`src/rtl/mac_pkg.sv`:
```
package mac_pkg;
  localparam int unsigned WORD_W = 32;
  localparam int unsigned ACC_W  = 2 * WORD_W;
  localparam int unsigned OP_W   = 4;

  typedef enum logic [OP_W-1:0] {
    OP_MUL32  = 4'd0,
    OP_MULU16 = 4'd1,
    OP_MULS16 = 4'd2,
    OP_DMULU  = 4'd3,
    OP_DMULS  = 4'd4,
    OP_MAC32  = 4'd5,
    OP_MAC16  = 4'd6,
    OP_LDH    = 4'd7,
    OP_LDL    = 4'd8
  } mac_op_e;
endpackage

```
`src/rtl/mac_ctrl.sv`:
```
module mac_ctrl #(
  parameter int unsigned LAT = 2
) (
  input  logic clk_i,
  input  logic rst_ni,
  input  logic start_i,
  output logic accept_o,
  output logic fire_o,
  output logic busy_o,
  output logic done_o
);
  localparam int unsigned CW = (LAT < 2) ? 1 : $clog2(LAT);

  logic          busy_q, done_q;
  logic [CW-1:0] cnt_q;

  assign accept_o = start_i && !busy_q;
  assign fire_o   = busy_q && (cnt_q == '0);
  assign busy_o   = busy_q;
  assign done_o   = done_q;

  always_ff @(posedge clk_i or negedge rst_ni) begin
    if (!rst_ni) begin
      busy_q <= 1'b0;
      done_q <= 1'b0;
      cnt_q  <= '0;
    end else begin
      done_q <= fire_o;
      if (accept_o) begin
        busy_q <= 1'b1;
        cnt_q  <= CW'(LAT - 1);
      end else if (fire_o) begin
        busy_q <= 1'b0;
      end else if (busy_q) begin
        cnt_q <= cnt_q - 1'b1;
      end
    end
  end


  done_pulse_chk: assert property (@(posedge clk_i) disable iff (!rst_ni)
    done_o |=> !done_o);

  done_after_busy_chk: assert property (@(posedge clk_i) disable iff (!rst_ni)
    $rose(done_o) |-> $past(busy_o));

  busy_hold_chk: assert property (@(posedge clk_i) disable iff (!rst_ni)
    (busy_o && !fire_o) |=> busy_o);
endmodule

```
`src/rtl/mac_mult.sv`:
```
module mac_mult
  import mac_pkg::*;
(
  input  logic [OP_W-1:0]   op_i,
  input  logic [WORD_W-1:0] a_i,
  input  logic [WORD_W-1:0] b_i,
  output logic [ACC_W-1:0]  prod_o
);
  logic signed [ACC_W-1:0] xa, xb, p;

  // operand extension picks signed/unsigned and width per code
  always_comb begin
    unique case (op_i)
      OP_MULU16: begin
        xa = {48'b0, a_i[15:0]};
        xb = {48'b0, b_i[15:0]};
      end
      OP_MULS16, OP_MAC16: begin
        xa = {{48{a_i[15]}}, a_i[15:0]};
        xb = {{48{b_i[15]}}, b_i[15:0]};
      end
      OP_DMULS, OP_MAC32: begin
        xa = {{32{a_i[31]}}, a_i};
        xb = {{32{b_i[31]}}, b_i};
      end
      default: begin
        xa = {32'b0, a_i};
        xb = {32'b0, b_i};
      end
    endcase
  end

  assign p      = xa * xb;
  assign prod_o = p;
endmodule

```
`src/rtl/mac_accum.sv`:
```
module mac_accum
  import mac_pkg::*;
(
  input  logic [OP_W-1:0]   op_i,
  input  logic              sat_i,
  input  logic [WORD_W-1:0] a_i,
  input  logic [ACC_W-1:0]  prod_i,
  input  logic [ACC_W-1:0]  mac_i,
  output logic [ACC_W-1:0]  mac_o
);
  logic [ACC_W-1:0] s48;
  logic [32:0]      s33;
  logic             ovf48, ovf32;

  always_comb begin
    s48   = {{16{mac_i[47]}}, mac_i[47:0]} + prod_i;
    s33   = {mac_i[31], mac_i[31:0]} + {prod_i[31], prod_i[31:0]};
    ovf48 = (s48[63:47] != {17{s48[63]}});
    ovf32 = s33[32] ^ s33[31];
    mac_o = mac_i;
    unique case (op_i)
      OP_MUL32, OP_MULU16, OP_MULS16: mac_o[31:0] = prod_i[31:0];
      OP_DMULU, OP_DMULS:             mac_o = prod_i;
      OP_MAC32: begin
        if (!sat_i)      mac_o = mac_i + prod_i;
        else if (!ovf48) mac_o[47:0] = s48[47:0];
        else             mac_o[47:0] = s48[63] ? {1'b1, 47'b0} : {1'b0, {47{1'b1}}};
      end
      OP_MAC16: begin
        if (!sat_i) begin
          mac_o = mac_i + {{32{prod_i[31]}}, prod_i[31:0]};
        end else if (!ovf32) begin
          mac_o[31:0] = s33[31:0];
        end else begin
          mac_o[31:0] = s33[32] ? 32'h8000_0000 : 32'h7FFF_FFFF;
          mac_o[32]   = 1'b1;
        end
      end
      OP_LDH:  mac_o[63:32] = a_i;
      OP_LDL:  mac_o[31:0]  = a_i;
      default: mac_o = mac_i;
    endcase
  end
endmodule

```
`src/rtl/mac_unit.sv`:
```
module mac_unit
  import mac_pkg::*;
#(
  parameter int unsigned LAT = 2
) (
  input  logic              clk_i,
  input  logic              rst_ni,
  input  logic              start_i,
  input  logic [OP_W-1:0]   op_i,
  input  logic [WORD_W-1:0] opa_i,
  input  logic [WORD_W-1:0] opb_i,
  input  logic              sat_i,
  output logic              busy_o,
  output logic              done_o,
  output logic [WORD_W-1:0] mach_o,
  output logic [WORD_W-1:0] macl_o
);
  logic              accept, fire;
  logic [OP_W-1:0]   op_q;
  logic [WORD_W-1:0] a_q, b_q;
  logic              sat_q;
  logic [ACC_W-1:0]  mac_q, prod, mac_nxt;

  mac_ctrl #(.LAT(LAT)) u_ctrl (
    .clk_i    (clk_i),
    .rst_ni   (rst_ni),
    .start_i  (start_i),
    .accept_o (accept),
    .fire_o   (fire),
    .busy_o   (busy_o),
    .done_o   (done_o)
  );

  always_ff @(posedge clk_i or negedge rst_ni) begin
    if (!rst_ni) begin
      op_q  <= '0;
      a_q   <= '0;
      b_q   <= '0;
      sat_q <= 1'b0;
    end else if (accept) begin
      op_q  <= op_i;
      a_q   <= opa_i;
      b_q   <= opb_i;
      sat_q <= sat_i;
    end
  end

  mac_mult u_mult (
    .op_i   (op_q),
    .a_i    (a_q),
    .b_i    (b_q),
    .prod_o (prod)
  );

  mac_accum u_accum (
    .op_i   (op_q),
    .sat_i  (sat_q),
    .a_i    (a_q),
    .prod_i (prod),
    .mac_i  (mac_q),
    .mac_o  (mac_nxt)
  );

  always_ff @(posedge clk_i or negedge rst_ni) begin
    if (!rst_ni)   mac_q <= '0;
    else if (fire) mac_q <= mac_nxt;
  end

  assign mach_o = mac_q[63:32];
  assign macl_o = mac_q[31:0];


  mul_keep_hi_chk: assert property (@(posedge clk_i) disable iff (!rst_ni)
    (fire && (op_q == OP_MUL32 || op_q == OP_MULU16 || op_q == OP_MULS16))
      |=> $stable(mach_o));

  ldh_keep_lo_chk: assert property (@(posedge clk_i) disable iff (!rst_ni)
    (fire && op_q == OP_LDH) |=> $stable(macl_o));

  ldl_keep_hi_chk: assert property (@(posedge clk_i) disable iff (!rst_ni)
    (fire && op_q == OP_LDL) |=> $stable(mach_o));

  sat48_top_chk: assert property (@(posedge clk_i) disable iff (!rst_ni)
    (fire && op_q == OP_MAC32 && sat_q) |=> $stable(mach_o[31:16]));

  sat32_hi_chk: assert property (@(posedge clk_i) disable iff (!rst_ni)
    (fire && op_q == OP_MAC16 && sat_q)
      |=> ($stable(mach_o[31:1]) && (mach_o[0] || !$past(mach_o[0]))));

  idle_hold_chk: assert property (@(posedge clk_i) disable iff (!rst_ni)
    !fire |=> ($stable(mach_o) && $stable(macl_o)));

  done_follows_fire_chk: assert property (@(posedge clk_i) disable iff (!rst_ni)
    fire |=> done_o);
endmodule

```
`config.mk`:
```
export PLATFORM = sky130hd
export DESIGN_NAME = mac_unit
export DESIGN_NICKNAME = d
export VERILOG_FILES = /design/src/rtl/mac_pkg.sv /design/src/rtl/mac_ctrl.sv /design/src/rtl/mac_mult.sv /design/src/rtl/mac_accum.sv /design/src/rtl/mac_unit.sv
export SDC_FILE = /design/constraint.sdc
export NUM_CORES = 2
export LEC_CHECK = 0
export BUFFER_PORTS_ARGS = -buffer_cell sky130_fd_sc_hd__buf_2
export CAP_MARGIN = 25
export CORE_UTILIZATION = 60
export DETAILED_ROUTE_END_ITERATION = 8
export HOLD_SLACK_MARGIN = 0.08
export PLACE_DENSITY = 0.81
export REMOVE_ABC_BUFFERS = 1
export SYNTH_ARGS = -nofsm -noshare
export SYNTH_HDL_FRONTEND = slang
export SYNTH_HIERARCHICAL = 1
export SYNTH_SLANG_ARGS = --single-unit
```
`constraint.sdc`:
```
create_clock -name clk_i -period 35.9 [get_ports clk_i]
set_clock_uncertainty 0.05 [all_clocks]
set_input_delay 1.795 -clock clk_i [delete_from_list [all_inputs] [get_ports clk_i]]
set_output_delay 1.795 -clock clk_i [all_outputs]
set_load 0.01 [all_outputs]
```
* After elaboration in Yosys (flattened, before gate mapping)
Cells that the tools add are included.
** Storage, ports and cells
- Word-level logic and storage cells :: 67
- Register bits after elaboration :: 136
- Input bits :: 72
** Cells by class
- Add/subtract/negate cells :: 5
- Multiplexer cells :: 18
- Equality and inequality tests :: 13
- $mul :: 1
- Reductions and logical operators :: 17
- Bitwise gates (word level) :: 2
** Operators with widths (number)
- 64-bit one-hot mux with 3 select lines :: 2
- 32-bit one-hot mux with 4 select lines :: 2
- 64-bit adder :: 3
- 48-bit two-way mux :: 3
- 64-bit by 64-bit multiplier with 64-bit output :: 1
- 32-bit two-way mux :: 2
- 32-bit by 32-bit adder with 33-bit output :: 1
- 33-bit two-way mux :: 1
- 31-bit two-way mux :: 1
- 4-bit by 3-bit equality test with 1-bit output, second input constant :: 4
- 16-bit two-way mux :: 1
- 16-bit inequality test :: 1
- 4-bit by 2-bit equality test with 1-bit output, second input constant :: 2
- 4-bit nonzero test :: 2
- 1-bit two-way mux :: 6
- 2-bit inequality test, second input constant :: 3
- 3-bit AND reduction :: 2
- 2-bit OR reduction :: 3
- 5-bit OR reduction :: 1
- 4-bit by 1-bit equality test with 1-bit output, second input constant :: 1
- 4-bit equality test, second input constant :: 1
- 4-bit zero test :: 1
- 2-bit AND reduction :: 2
- 4-bit AND reduction :: 1
- other kinds (7) :: 9

* Longest topological paths before layout
- Word-level depth :: 9
- Gate-level depth with buffers :: 56
- Gate-level depth less buffers :: 50

* Cells and area by module
Netlist, hierarchy kept.
** By module, submodules not included
- mac_mult :: cells an instance 5121, instances 1, sequential area each 0.0 um^2, area an instance 48008.5 um^2
- mac_accum :: cells an instance 1433, instances 1, sequential area each 0.0 um^2, area an instance 9278.9 um^2
- mac_unit :: cells an instance 281, instances 1, sequential area each 3328.2 um^2, area an instance 4976.0 um^2
- mac_ctrl :: cells an instance 7, instances 1, sequential area each 75.1 um^2, area an instance 113.9 um^2

* Worst setup path after synthesis
Ideal clock, no wire load.
- Path kind :: flip-flop to flip-flop
- Start :: register op_q[0]
- End :: register mac_q[15]
- Data arrival time :: 12.921 ns
- Clock period less this slack :: 13.096 ns
- Cell stages (with the launch flop) :: 47
- Setup time :: 0.125 ns
- Data required time :: 35.725 ns
- Path slack :: 22.804 ns
- Cell sequence :: dfrtp_1 -> nor4bb_1 -> clkbuf_1 -> clkbuf_1 -> a21o_1 -> clkbuf_1 -> nand2_1 -> fa_1 -> inv_1 -> fa_1 -> fa_1 -> fa_1 -> fa_1 -> inv_1 -> fa_1 -> inv_1 -> fa_1 -> ha_1 -> (+11 left out) -> xnor2_1 -> ha_1 -> buf_2 -> nand2_1 -> nor2_1 -> nand4_1 -> or3_1 -> o22ai_1 -> o21ai_1 -> o31a_1 -> xnor2_1 -> and2_1 -> o41ai_1 -> a21oi_2 -> buf_2 -> nor4_1 -> o22ai_1 -> mux2_2
** On the way
- Longest elaborated chain between the ends :: 9
** RTL lines
- start, declared :: RTL line mac_unit.sv:19 : logic [OP_W-1:0] op_q;
- start signal, assigned :: RTL line mac_unit.sv:41 : op_q <= op_i;
- 4-bit by 3-bit equality test with 1-bit output / 4-bit by 2-bit equality test with 1-bit output (equally long branches) :: RTL line mac_mult.sv:13 : unique case (op_i)
- 2-bit OR reduction :: RTL line mac_mult.sv:13
- 64-bit one-hot mux with 3 select lines :: RTL line mac_mult.sv:13
- 64-bit by 64-bit multiplier with 64-bit output (*) :: RTL line mac_mult.sv:33 : assign p = xa * xb;
- via prod[31] :: RTL line mac_unit.sv:22 : logic [ACC_W-1:0] mac_q, prod, mac_nxt;
- 64-bit adder / 32-bit by 32-bit adder with 33-bit output (equally long branches) :: RTL line mac_accum.sv:16, mac_accum.sv:17
- 16-bit inequality test (tied with other cells) :: RTL line mac_accum.sv:18 : ovf48 = (s48[63:47] != {17{s48[63]}});
- 48-bit two-way mux / 32-bit two-way mux (equally long branches) :: RTL line mac_accum.sv:26, mac_accum.sv:32
- 48-bit two-way mux / 33-bit two-way mux (equally long branches) :: RTL line mac_accum.sv:25, mac_accum.sv:30
- 32-bit one-hot mux with 4 select lines (*) :: RTL line mac_accum.sv:21 : unique case (op_i)
- via mac_nxt[15] :: RTL line mac_unit.sv:22
- end signal, assigned :: RTL line mac_unit.sv:66 : else if (fire) mac_q <= mac_nxt;
- end, declared :: RTL line mac_unit.sv:22
The timed path passes the listed nets; every way through them passes the cells marked *.
A chain may end at the register's enable or synchronous reset.

* Worst setup path in the final report
- Start :: register op_q[1]
- End :: register mac_q[21]
** On the way
- Longest elaborated chain between the ends :: 9
** RTL lines
- 4-bit by 3-bit equality test with 1-bit output / 4-bit by 2-bit equality test with 1-bit output (equally long branches) :: RTL line mac_mult.sv:13
- 2-bit OR reduction :: RTL line mac_mult.sv:13
- 64-bit one-hot mux with 3 select lines :: RTL line mac_mult.sv:13
- 64-bit by 64-bit multiplier with 64-bit output (*) :: RTL line mac_mult.sv:33
- via prod[57] :: RTL line mac_unit.sv:22
- 64-bit adder (*) :: RTL line mac_accum.sv:16 : s48 = {{16{mac_i[47]}}, mac_i[47:0]} + prod_i;
- 16-bit inequality test / 48-bit two-way mux (equally long branches) :: RTL line mac_accum.sv:18, mac_accum.sv:27
- 48-bit two-way mux (*) :: RTL line mac_accum.sv:26 : else if (!ovf48) mac_o[47:0] = s48[47:0];
- 48-bit two-way mux (*) :: RTL line mac_accum.sv:25 : if (!sat_i) mac_o = mac_i + prod_i;
- 32-bit one-hot mux with 4 select lines (*) :: RTL line mac_accum.sv:21
- via mac_nxt[21] :: RTL line mac_unit.sv:22
Marks and branches as above.

==> impl_metrics.env <==
export IMPL_fill_cells=8523
export IMPL_grt_usage=0.401
export IMPL_crit_path_top_delay_cell="fa_1"
export IMPL_fp_dieW_um=324
export IMPL_async_flop_share=1.00
export IMPL_final_max_slew_viol_count=0
export IMPL_cts_root_buf="clkbuf_16"
export IMPL_use_met2=0.605
export IMPL_placedCellCount=8155
export IMPL_drc=0
export IMPL_mostFrequentLayoutCells="inv_1, fa_1, nand2_1, ha_1, and2_1"
export IMPL_dr_pass1_iters=8
export IMPL_avgViaCountPerCell=6.08
export IMPL_core_area_sq_um=102000
export IMPL_start_util=0.609
export IMPL_worstMarginPinSlew_ns=1.14
export IMPL_use_met3=0.115
export IMPL_period_needed_ns=16.03
export IMPL_avgSynthCellArea_sq_um=9.12
export IMPL_io_buffers=137
export IMPL_die_area_sq_um=105000
export IMPL_crit_fanout=34
export IMPL_setup_violations=0
export IMPL_drt_iter0_markers=5597
export IMPL_gp_congestion=1.04
export IMPL_cp_arrival_ns=16.36
export IMPL_max_slew_margin=0.240
export IMPL_ant_nets=0
export IMPL_synth_area_leaders="fa_1, inv_1, ha_1"
export IMPL_cts_tree="yes"
export IMPL_path_class="flop to flop"
export IMPL_cp_required_ns=36.22
export IMPL_hold_viol_final=0
export IMPL_cts_setup_buffers=0
export IMPL_hpwl_um=168000
export IMPL_grt_pass1_vias=52696
export IMPL_start_kind="flop"
export IMPL_use_met1=0.522
export IMPL_ys_warn_count=6
export IMPL_routed_wire_length_per_instance_um=25.3
export IMPL_wl_um=208000
export IMPL_layout_drive_gt1_share=0.0724
export IMPL_cp_common_cell="fa_1"
export IMPL_cts_buffers=17
export IMPL_grt_pass1_wl_um=316000
export IMPL_critPathCaptureType="flop"
export IMPL_fin_cells=8200
export IMPL_synth_top_cell_area_share=0.462
export IMPL_syn_instance_count=6842
export IMPL_syn_area_sq_um=62400
export IMPL_nNetsFinal=8768
export IMPL_ys_flop_type="dfrtp_1"
export IMPL_synth_distinct_cells=109
export IMPL_top_usage_layer="met2"
export IMPL_clk_insertion_delay_late_ns=0.51
export IMPL_dieHeight_um=324
export IMPL_max_freq_ghz=0.0624
export IMPL_rsz0062_at_grt="no"
export IMPL_io_pins=138
export IMPL_synth_edff_count=0
export IMPL_rows=117
export IMPL_post_route_period_util=0.447
export IMPL_overflow=0
export IMPL_cts_hold_buf=0
export IMPL_antenna_found_initial=9
export IMPL_synth_top_area_cell="fa_1"
export IMPL_synth_seq_cells=136
export IMPL_max_stage_delay_ns=1.09
export IMPL_cts_num_sinks=136
export IMPL_setup_tns_ns=0
export IMPL_vias=49869
export IMPL_grt_max_degree=71
export IMPL_path_clk_slew_ns=0.10
export IMPL_areaGrowthSynthToFinish_pct=4.44
export IMPL_clk_path_buf_depth=2
export IMPL_yosysSeqAreaShare=0.0546
export IMPL_post_cts_resized=0
export IMPL_cap_violations=0
export IMPL_status="finished clean"
export IMPL_hold_path_class="flop to flop"
export IMPL_mostFrequentLayoutCell="inv_1"
export IMPL_h_tree_depth=4
==> area by class of cell <==
type	instances	area, sq um	share of cell area
multi-input cells	4816	51900	0.796
inverters	1594	5980	0.0918
flip-flops and latches	136	3400	0.0523
well taps	1368	1710	0.0263
repair buffers	246	1550	0.0238
clock buffers	17	425	0.00653
clock inverters	15	204	0.00313
diodes	8	20.0	0.000307
==> cell families (layout without fill, tap and decap cells) <==
group                      Yosys count  after routing  synth area share
buffers and inverters             1890           1872             0.116
adders and majority gates         1885           1885             0.551
and+or+nand+nor                   1725           1725             0.131
AOI/OAI and AO/OA                  848            848            0.0908
xor gates and xnor gates           217            217            0.0305
muxes                              141            141            0.0260
DFF                                136            136            0.0546
other                                0              8                 0
==> worst paths after layout <==
check                              from         to  slack [ns]  cells past startpoint
max in group asynchronous        rst_ni     b_q[2]       32.86                      2
worst max-delay path            op_q[1]  mac_q[21]       19.87                     44
min in group asynchronous        rst_ni    b_q[22]        1.24                      1
worst min-delay path            b_q[11]    b_q[11]        0.47                      1
worst min register to register  b_q[11]    b_q[11]        0.47                      1
worst max register to register  op_q[1]  mac_q[21]       19.87                     44
==> registers in the layout, summed over array words and instances (netlist names) <==
signal         flops
b_q               32
a_q               32
u_ctrl/busy_o      1
sat_q              1
op_q               4
mac_q             64
u_ctrl/cnt_q       1
u_ctrl/done_o      1
==> stage by stage <==
stage / hold WS (ns) / setup WS [ns] / util / instance area, sq um
after floorplan: 0.431 / 19.96 / - / 61100
after global placement: 0.440 / 20.22 / 0.629 / 64400
after detailed placement: 0.450 / 20.25 / 0.629 / 64400
after CTS: 0.473 / 20.19 / 0.635 / 65100
after global routing: 0.488 / 19.23 / 0.636 / 65100
final: 0.471 / 19.87 / 0.636 / 65100
==> Yosys cell counts, types with 9 or more instances <==
cell type,count
fa_1,1438
a31oi_1,56
a221o_1,9
o211ai_1,14
o31ai_1,10
xor2_1,66
nor3b_1,9
or2_2,11
mux2_2,124
and2_1,359
nor3_1,22
mux2_4,11
o22ai_1,9
xnor2_1,151
a21oi_1,257
o21bai_1,28
nand4_1,45
o21ai_0,125
o21a_1,18
and3_1,18
a211oi_1,21
a22oi_1,27
nand2b_1,16
inv_1,1594
a222oi_1,11
a21o_1,101
buf_4,9
clkbuf_1,240
ha_1,447
nand3_1,74
dfrtp_1,136
nor2_1,334
buf_2,31
a221oi_1,27
nor2b_1,68
a41oi_1,10
nand2_1,714
o21ai_1,23
==> layer usage <==
layer	up-vias	wire length (um)
li1	20828	-
met1	25193	78300
met2	3155	90200
met3	681	25700
met4	12	13500
met5	-	103
==> critical path: cells and delay by family, from the launching register on <==
kind / cells / cell delay [ns]
adder cells (fa/ha/maj): 12 / 6.66
AO/OA/AOI/OAI: 15 / 3.88
AND/OR/NAND/NOR: 8 / 2.19
XOR/XNOR: 2 / 1.06
buffers and inverters: 6 / 1.02
flip-flops: 1 / 0.64
multiplexers: 1 / 0.32
Power is not shown: default switching activity piles up to over one toggle a cycle in this logic, so the estimate is an artifact.
